**src/rtl/mbx_pkg.sv**
```systemverilog
package mbx_pkg;
   typedef enum logic [2:0] {
      SEL_CTRL = 3'd0,
      SEL_MASK = 3'd1,
      SEL_CLR  = 3'd2,
      SEL_SET  = 3'd3,
      SEL_STAT = 3'd4
   } mbx_sel_e;

   // bit offsets of the low and high fields in every bank word
   localparam int FLD_LO = 0;
   localparam int FLD_HI = 16;
endpackage

```
**src/rtl/mbx_flag_bank.sv**
```systemverilog
// One direction of subchannel flags: occupied by the sender, freed by the receiver.
module mbx_flag_bank #(
   parameter int NCH = 6
) (
   input  logic           clk,
   input  logic           rst_n,
   input  logic [NCH-1:0] occ_req,
   input  logic [NCH-1:0] free_req,
   output logic [NCH-1:0] flags
);
   if (NCH < 1) begin : g_bad_nch
      $error("mbx_flag_bank: NCH must be at least 1");
   end

   for (genvar i = 0; i < NCH; i++) begin : g_flag
      logic f_q;

      // a same-cycle occupy beats a free: the free must come in a later cycle
      always_ff @(posedge clk or negedge rst_n) begin
         if (!rst_n)            f_q <= 1'b0;
         else if (occ_req[i])   f_q <= 1'b1;
         else if (free_req[i])  f_q <= 1'b0;
      end
      assign flags[i] = f_q;

      // only the sender can take a flag from free to occupied
      p_occ_by_sender_r2: assert property (@(posedge clk) disable iff (!rst_n)
         (!flags[i] && !occ_req[i]) |=> !flags[i]);
      // only the receiver can take a flag from occupied to free
      p_free_by_receiver_r3: assert property (@(posedge clk) disable iff (!rst_n)
         (flags[i] && !free_req[i]) |=> flags[i]);
      // a same-cycle conflict leaves the flag occupied
      p_conflict_occ_r5: assert property (@(posedge clk) disable iff (!rst_n)
         (occ_req[i] && free_req[i]) |=> flags[i]);
   end
endmodule

```
**src/rtl/mbx_irq_merge.sv**
```systemverilog
// Masks a flag vector, ORs it across channels, gates it with an enable.
module mbx_irq_merge #(
   parameter int NCH         = 6,
   parameter bit HIT_ON_OCC  = 1'b1,  // 1: occupied flags request, 0: free flags request
   parameter bit OUT_REG     = 1'b1   // 1: registered output, 0: combinational
) (
   input  logic           clk,
   input  logic           rst_n,
   input  logic           enable,
   input  logic [NCH-1:0] flags,
   input  logic [NCH-1:0] mask,
   output logic           irq
);
   logic [NCH-1:0] hit;
   logic           raw;

   if (HIT_ON_OCC) begin : g_occ
      assign hit = flags;
   end else begin : g_free
      assign hit = ~flags;
   end

   assign raw = enable & (|(hit & ~mask));

   if (OUT_REG) begin : g_reg
      logic irq_q;
      always_ff @(posedge clk or negedge rst_n) begin
         if (!rst_n) irq_q <= 1'b0;
         else        irq_q <= raw;
      end
      assign irq = irq_q;

      // a disabled line is low one cycle later
      p_irq_off_r6: assert property (@(posedge clk) disable iff (!rst_n)
         !enable |=> !irq);
      // with no unmasked requesting flag the line drops one cycle later
      p_irq_quiet_r7: assert property (@(posedge clk) disable iff (!rst_n)
         ((hit & ~mask) == '0) |=> !irq);
      // an enabled, unmasked request raises the line one cycle later
      p_irq_raise_r6: assert property (@(posedge clk) disable iff (!rst_n)
         (enable && ((hit & ~mask) != '0)) |=> irq);
   end else begin : g_comb
      assign irq = raw;
   end
endmodule

```
**src/rtl/mbx_regbank.sv**
```systemverilog
// Per-processor register bank: control, mask, clear, set, status.
module mbx_regbank #(
   parameter int NCH = 6,
   parameter int AW  = 3,
   parameter int DW  = 32
) (
   input  logic           clk,
   input  logic           rst_n,
   input  logic           req,
   input  logic           we,
   input  logic [AW-1:0]  addr,
   input  logic [DW-1:0]  wdata,
   output logic [DW-1:0]  rdata,
   input  logic [NCH-1:0] tx_flags,
   input  logic [NCH-1:0] rx_flags,
   output logic [NCH-1:0] occ_tx,
   output logic [NCH-1:0] free_rx,
   output logic           rxo_en,
   output logic           txf_en,
   output logic [NCH-1:0] rxo_mask,
   output logic [NCH-1:0] txf_mask
);
   import mbx_pkg::*;

   localparam logic [AW-1:0] A_CTRL = AW'(SEL_CTRL);
   localparam logic [AW-1:0] A_MASK = AW'(SEL_MASK);
   localparam logic [AW-1:0] A_CLR  = AW'(SEL_CLR);
   localparam logic [AW-1:0] A_SET  = AW'(SEL_SET);
   localparam logic [AW-1:0] A_STAT = AW'(SEL_STAT);

   if (NCH > FLD_HI) begin : g_bad_nch
      $error("mbx_regbank: NCH must fit below the high field");
   end
   if (DW < FLD_HI + NCH) begin : g_bad_dw
      $error("mbx_regbank: DW too narrow for the high field");
   end
   if (AW < 3) begin : g_bad_aw
      $error("mbx_regbank: AW must be at least 3");
   end

   logic           wr_hit, rd_hit;
   logic           rxo_en_q, txf_en_q;
   logic [NCH-1:0] rxo_mask_q, txf_mask_q;
   logic [DW-1:0]  rd_val, rdata_q;
   logic           unused_wbits;

   assign wr_hit = req & we;
   assign rd_hit = req & ~we;
   assign unused_wbits = ^wdata;

   always_ff @(posedge clk or negedge rst_n) begin
      if (!rst_n) begin
         rxo_en_q <= 1'b0;
         txf_en_q <= 1'b0;
      end else if (wr_hit && addr == A_CTRL) begin
         rxo_en_q <= wdata[FLD_LO];
         txf_en_q <= wdata[FLD_HI];
      end
   end

   always_ff @(posedge clk or negedge rst_n) begin
      if (!rst_n) begin
         txf_mask_q <= '1;
         rxo_mask_q <= '1;
      end else if (wr_hit && addr == A_MASK) begin
         txf_mask_q <= wdata[FLD_LO +: NCH];
         rxo_mask_q <= wdata[FLD_HI +: NCH];
      end
   end

   // one-cycle request pulses toward the flag banks; 0 bits request nothing
   assign occ_tx  = (wr_hit && addr == A_SET) ? wdata[FLD_HI +: NCH] : '0;
   assign free_rx = (wr_hit && addr == A_CLR) ? wdata[FLD_LO +: NCH] : '0;

   always_comb begin
      rd_val = '0;
      case (addr)
         A_CTRL: begin
            rd_val[FLD_LO] = rxo_en_q;
            rd_val[FLD_HI] = txf_en_q;
         end
         A_MASK: begin
            rd_val[FLD_LO +: NCH] = txf_mask_q;
            rd_val[FLD_HI +: NCH] = rxo_mask_q;
         end
         A_STAT: begin
            rd_val[FLD_LO +: NCH] = tx_flags;
            rd_val[FLD_HI +: NCH] = rx_flags;
         end
         default: rd_val = '0;
      endcase
   end

   always_ff @(posedge clk or negedge rst_n) begin
      if (!rst_n)      rdata_q <= '0;
      else if (rd_hit) rdata_q <= rd_val;
   end

   assign rdata    = rdata_q;
   assign rxo_en   = rxo_en_q;
   assign txf_en   = txf_en_q;
   assign rxo_mask = rxo_mask_q;
   assign txf_mask = txf_mask_q;

   // masks only change through a write to the mask word
   p_mask_hold_r8: assert property (@(posedge clk) disable iff (!rst_n)
      !(wr_hit && addr == A_MASK) |=> ($stable(rxo_mask_q) && $stable(txf_mask_q)));
   // enables only change through a write to the control word
   p_ctrl_hold_r8: assert property (@(posedge clk) disable iff (!rst_n)
      !(wr_hit && addr == A_CTRL) |=> ($stable(rxo_en_q) && $stable(txf_en_q)));
   // set and clear pulses never come from one access
   p_one_kind_r4: assert property (@(posedge clk) disable iff (!rst_n)
      !((occ_tx != '0) && (free_rx != '0)));
endmodule

```
**src/rtl/mbx_sig_ctrl.sv**
```systemverilog
// Two-processor mailbox signaling: flags, per-processor banks, merged interrupts.
module mbx_sig_ctrl #(
   parameter int NCH     = 6,
   parameter int AW      = 3,
   parameter int DW      = 32,
   parameter bit IRQ_REG = 1'b1
) (
   input  logic          clk,
   input  logic          rst_n,
   input  logic          p1_req,
   input  logic          p1_we,
   input  logic [AW-1:0] p1_addr,
   input  logic [DW-1:0] p1_wdata,
   output logic [DW-1:0] p1_rdata,
   input  logic          p2_req,
   input  logic          p2_we,
   input  logic [AW-1:0] p2_addr,
   input  logic [DW-1:0] p2_wdata,
   output logic [DW-1:0] p2_rdata,
   output logic          p1_irq_rxo,
   output logic          p1_irq_txf,
   output logic          p2_irq_rxo,
   output logic          p2_irq_txf
);
   localparam int NPROC = 2;

   // index d of flag_v: direction sent by processor d (0 = to 2, 1 = to 1)
   logic [NCH-1:0] flag_v   [NPROC];
   logic [NCH-1:0] occ_v    [NPROC];
   logic [NCH-1:0] free_v   [NPROC];
   logic [NCH-1:0] rxo_m_v  [NPROC];
   logic [NCH-1:0] txf_m_v  [NPROC];
   logic           rxo_en_v [NPROC];
   logic           txf_en_v [NPROC];
   logic           irq_rxo_v[NPROC];
   logic           irq_txf_v[NPROC];
   logic           req_v    [NPROC];
   logic           we_v     [NPROC];
   logic [AW-1:0]  addr_v   [NPROC];
   logic [DW-1:0]  wdata_v  [NPROC];
   logic [DW-1:0]  rdata_v  [NPROC];

   assign req_v[0]   = p1_req;
   assign we_v[0]    = p1_we;
   assign addr_v[0]  = p1_addr;
   assign wdata_v[0] = p1_wdata;
   assign req_v[1]   = p2_req;
   assign we_v[1]    = p2_we;
   assign addr_v[1]  = p2_addr;
   assign wdata_v[1] = p2_wdata;

   for (genvar p = 0; p < NPROC; p++) begin : g_proc
      localparam int PEER = NPROC - 1 - p;

      mbx_regbank #(.NCH(NCH), .AW(AW), .DW(DW)) u_bank (
         .clk      (clk),
         .rst_n    (rst_n),
         .req      (req_v[p]),
         .we       (we_v[p]),
         .addr     (addr_v[p]),
         .wdata    (wdata_v[p]),
         .rdata    (rdata_v[p]),
         .tx_flags (flag_v[p]),
         .rx_flags (flag_v[PEER]),
         .occ_tx   (occ_v[p]),
         .free_rx  (free_v[PEER]),
         .rxo_en   (rxo_en_v[p]),
         .txf_en   (txf_en_v[p]),
         .rxo_mask (rxo_m_v[p]),
         .txf_mask (txf_m_v[p])
      );

      // direction p: occupied by processor p, freed by its peer
      mbx_flag_bank #(.NCH(NCH)) u_flags (
         .clk      (clk),
         .rst_n    (rst_n),
         .occ_req  (occ_v[p]),
         .free_req (free_v[p]),
         .flags    (flag_v[p])
      );

      mbx_irq_merge #(.NCH(NCH), .HIT_ON_OCC(1'b1), .OUT_REG(IRQ_REG)) u_rxo (
         .clk    (clk),
         .rst_n  (rst_n),
         .enable (rxo_en_v[p]),
         .flags  (flag_v[PEER]),
         .mask   (rxo_m_v[p]),
         .irq    (irq_rxo_v[p])
      );

      mbx_irq_merge #(.NCH(NCH), .HIT_ON_OCC(1'b0), .OUT_REG(IRQ_REG)) u_txf (
         .clk    (clk),
         .rst_n  (rst_n),
         .enable (txf_en_v[p]),
         .flags  (flag_v[p]),
         .mask   (txf_m_v[p]),
         .irq    (irq_txf_v[p])
      );
   end

   assign p1_rdata   = rdata_v[0];
   assign p2_rdata   = rdata_v[1];
   assign p1_irq_rxo = irq_rxo_v[0];
   assign p1_irq_txf = irq_txf_v[0];
   assign p2_irq_rxo = irq_rxo_v[1];
   assign p2_irq_txf = irq_txf_v[1];

   // all interrupts are low on the first cycle after reset
   p_reset_quiet_r1: assert property (@(posedge clk) disable iff (!rst_n)
      $rose(rst_n) |-> !(p1_irq_rxo || p1_irq_txf || p2_irq_rxo || p2_irq_txf));
endmodule

```
**config.mk**
```make
export PLATFORM = sky130hd
export DESIGN_NAME = mbx_sig_ctrl
export DESIGN_NICKNAME = d
export VERILOG_FILES = /design/src/rtl/mbx_pkg.sv /design/src/rtl/mbx_flag_bank.sv /design/src/rtl/mbx_irq_merge.sv /design/src/rtl/mbx_regbank.sv /design/src/rtl/mbx_sig_ctrl.sv
export SDC_FILE = /design/constraint.sdc
export NUM_CORES = 1
export LEC_CHECK = 0
export CORE_ASPECT_RATIO = 0.75
export CORE_MARGIN = 10
export CORE_UTILIZATION = 39
export CTS_BUF_LIST = sky130_fd_sc_hd__clkbuf_16
export DETAILED_ROUTE_END_ITERATION = 8
export HOLD_SLACK_MARGIN = 0.03
export PLACE_DENSITY = 0.76
export SKIP_LAST_GASP = 1
export SLEW_MARGIN = 20
export SYNTH_ARGS = -nofsm -noshare
export SYNTH_HDL_FRONTEND = slang
export SYNTH_SLANG_ARGS = --single-unit
```
**constraint.sdc**
```tcl
create_clock -name clk -period 1 [get_ports clk]
set_input_delay 0.3 -clock clk [delete_from_list [all_inputs] [get_ports clk]]
set_output_delay 0.3 -clock clk [all_outputs]
set_load 0.03 [all_outputs]
```
==> run summary <==
outcome = complete, but fails checks
failing checks = negative setup slack
number of max-cap violations = 0
antenna viol nets, final = 0
area of the die = 12900 um2
DRT iter0 DRCs = 247
sum of negative setup slack = -11960 ps
DRC errors left = 0
DPL Wire Length = 7.44 mm
Pre-Repair DR Iteration Count = 5
Synth Flop Type = dfrtp_1
grt ovf = 0
Chip Width = 128 um
cell accounting for the most synthesized area = dfrtp_1
Synth top cells by count = dfrtp_1 (44), buf_4 (41), a221o_1 (24), dfstp_2 (24), mux2_2 (18)
Hold Path Class = input pin to flip-flop
Unique masters post-synth = 29
worst hold slack = 420 ps
crit path cell chain = buf_12
share of cells above drive strength 1 = 52.1%
gr usage total = 17.2%
Worst IR Drop VDD = 1.20 mV
WP buf/inv = 1
vias in the first global route = 3029
top cells by area, synth = dfrtp_1 (32%), dfstp_2 (19%), buf_4 (9.0%)
vias per cell = 5.27
top cell family by delay on the critical path = flip-flops
PortBufs = 63
I/O pin cnt = 144
slowest CP cell = dfrtp_1
Achievable Freq = 812 MHz
area grow syn2layout = 60.3%
vias post-DR = 2792
Placeable Area = 8490 um2
antenna cells = 0
final core utilization = 64.2%
Tmin final = 1230 ps
CTS Buf Count = 9
cell at the root of the clock tree = clkbuf_16
CP startpoint kind = flip-flop
mean routed wirelength per cell = 21.3 um
initial antenna violation count = 0
Mapped Area = 3400 um2
largest net degree at the start of global routing = 69
CP required = 700 ps
row cnt = 29
period utilisation layout = 123%
Clock Sinks = 68
CP endpoint kind = output pin
H-Tree Depth = 3
Ys Warns = 0
first-pass GRT wire length = 17.1 mm
slowest stage delay, CP = 430 ps
skew final = 6.79 ps
average cell area after synthesis = 12.6 um2
number of synthesized flops with an enable pin = 0
final setup violation count = 87
worst-skew pair later-pin latency = 340 ps
Placer Congestion = 0.842
Clock Path Buffers = 2
cell with the most instances after synthesis = dfrtp_1
final wirelength = 11.3 mm
critical path class = flip-flop to output pin
clock-pin slew on the worst setup and hold paths = 50 ps
CTS tree = yes
worst setup margin = -232 ps
Post-Synthesis Cells = 271
Seq/Total Area, Yosys = 50.9%
Die Ht = 101 um
Synth async-reset ratio = 100%
leak pwr = 2.53 nW
Yosys reg bits = 68
Place WS = -896 ps
final net count = 493
Starting Density = 40.1%
Max FO, Critical Path = 2
worst path arrival time = 930 ps
Synth top area share = 32.4%
Tot Pwr = 10.6 mW
fillers = 632
max-slew violations = 0
RSZ-0062 raised after global routing = true
final hold viol count = 0
Pwr per Cell Area = 1940 nW/um2
[repair_timing]
| item | 4_1_cts | 5_1_grt |
|---|---|---|
| pin swaps | 20 | 18 |
| resized for setup | 91 | 20 |
| setup endpoints to repair | 96 | 90 |
| cloned | 5 | 1 |
| setup buffers | 25 | 8 |
| hold buffers | 1 | 0 |
| endpoints found under the hold margin | 44 | 0 |
[logic make-up (layout without fill, tap and decap cells)]
family	Yosys count	in the layout	share of synthesized area [%]
other	1	40	0.110
DFF	68	68	50.9
and+or+nand+nor	54	54	11.8
muxes	32	32	11.5
AOI/OAI and AO/OA	52	52	13.4
buffers and inverters	64	176	12.3
[metrics by stage]
step	cell area [um2]	cells
floorplan	3710	310
global placement	4580	478
detailed placement	4580	478
CTS	5350	523
global route	5450	530
finish	5450	530
[placed cells by master (no fill, tap or decap), types with 2 or more instances in the layout]
master	netlist	layout
nor2_4	1	3
bufinv_16	0	2
o31a_1	4	4
mux2i_1	4	4
clkinvlp_4	0	3
and2_4	0	3
dfstp_2	24	24
buf_6	0	37
and2_1	16	14
mux2_4	10	27
buf_2	6	5
buf_4	41	54
dfrtp_2	0	9
clkbuf_16	0	12
buf_12	1	23
nor3_4	0	2
nand2b_4	0	3
a22o_1	12	12
dfrtp_1	44	35
o22ai_1	12	10
o22ai_2	0	2
inv_1	12	11
nor4b_4	2	2
and2_0	6	4
nor4_1	4	3
nand3b_1	13	13
a221o_1	24	24
conb_1	1	40
clkdlybuf4s50_1	0	24
[worst paths after layout]
kind,cells after the start,slack [ps],startpoint,end
setup / recovery,1,-230,g_proc[1].u_bank.rdata[17],p2_rdata[17]
hold / removal,4,420,p2_addr[0],g_proc[1].u_bank.rxo_en
setup reg to reg,3,-100,g_proc[0].u_flags.g_flag[0].f_q,g_proc[1].u_bank.rdata[16]
hold reg to reg,1,580,g_proc[1].u_bank.rdata[16],g_proc[1].u_bank.rdata[16]
max in group asynchronous,3,140,rst_n,g_proc[0].u_bank.rxo_mask[0]
min in group asynchronous,3,540,rst_n,g_proc[1].u_flags.g_flag[4].f_q
[layer usage]
metal	part of all wire [%]	wire length (um)	global-route usage [%]
met1	42	4730	21.8
met2	48	5400	27.4
met3	9.2	1040	5.94
met4	1.0	115	4.23
met5	0	0	0
[sequential cells by signal (all words and copies together), names as in the netlist]
name / flops
g_proc.u_bank.txf_mask: 12
g_proc.u_rxo.irq: 2
g_proc.u_bank.rdata: 24
g_proc.u_bank.txf_en: 2
g_proc.u_bank.rxo_en: 2
g_proc.u_bank.rxo_mask: 12
g_proc.u_flags.g_flag.f_q: 12
g_proc.u_txf.irq: 2
[layout make-up]
class / instances / area, um2 / share of cell area (%)
Inverter: 12 / 45.0 / 0.826
Sequential cell: 68 / 1740 / 32.0
Tap cell: 108 / 135 / 2.48
Clock buffer: 9 / 225 / 4.13
Clock inverter: 7 / 91.3 / 1.68
Multi-Input combinational cell: 178 / 1550 / 28.5
Timing Repair Buffer: 148 / 1660 / 30.4
[power by group]
group	total, mW	switching [mW]	internal [mW]
Sequential	4.05	0.576	3.48
Clock	3.36	1.19	2.17
Combinational	3.17	1.35	1.82
Total	10.6	3.12	7.46
Power figures use the tool's default switching activity.
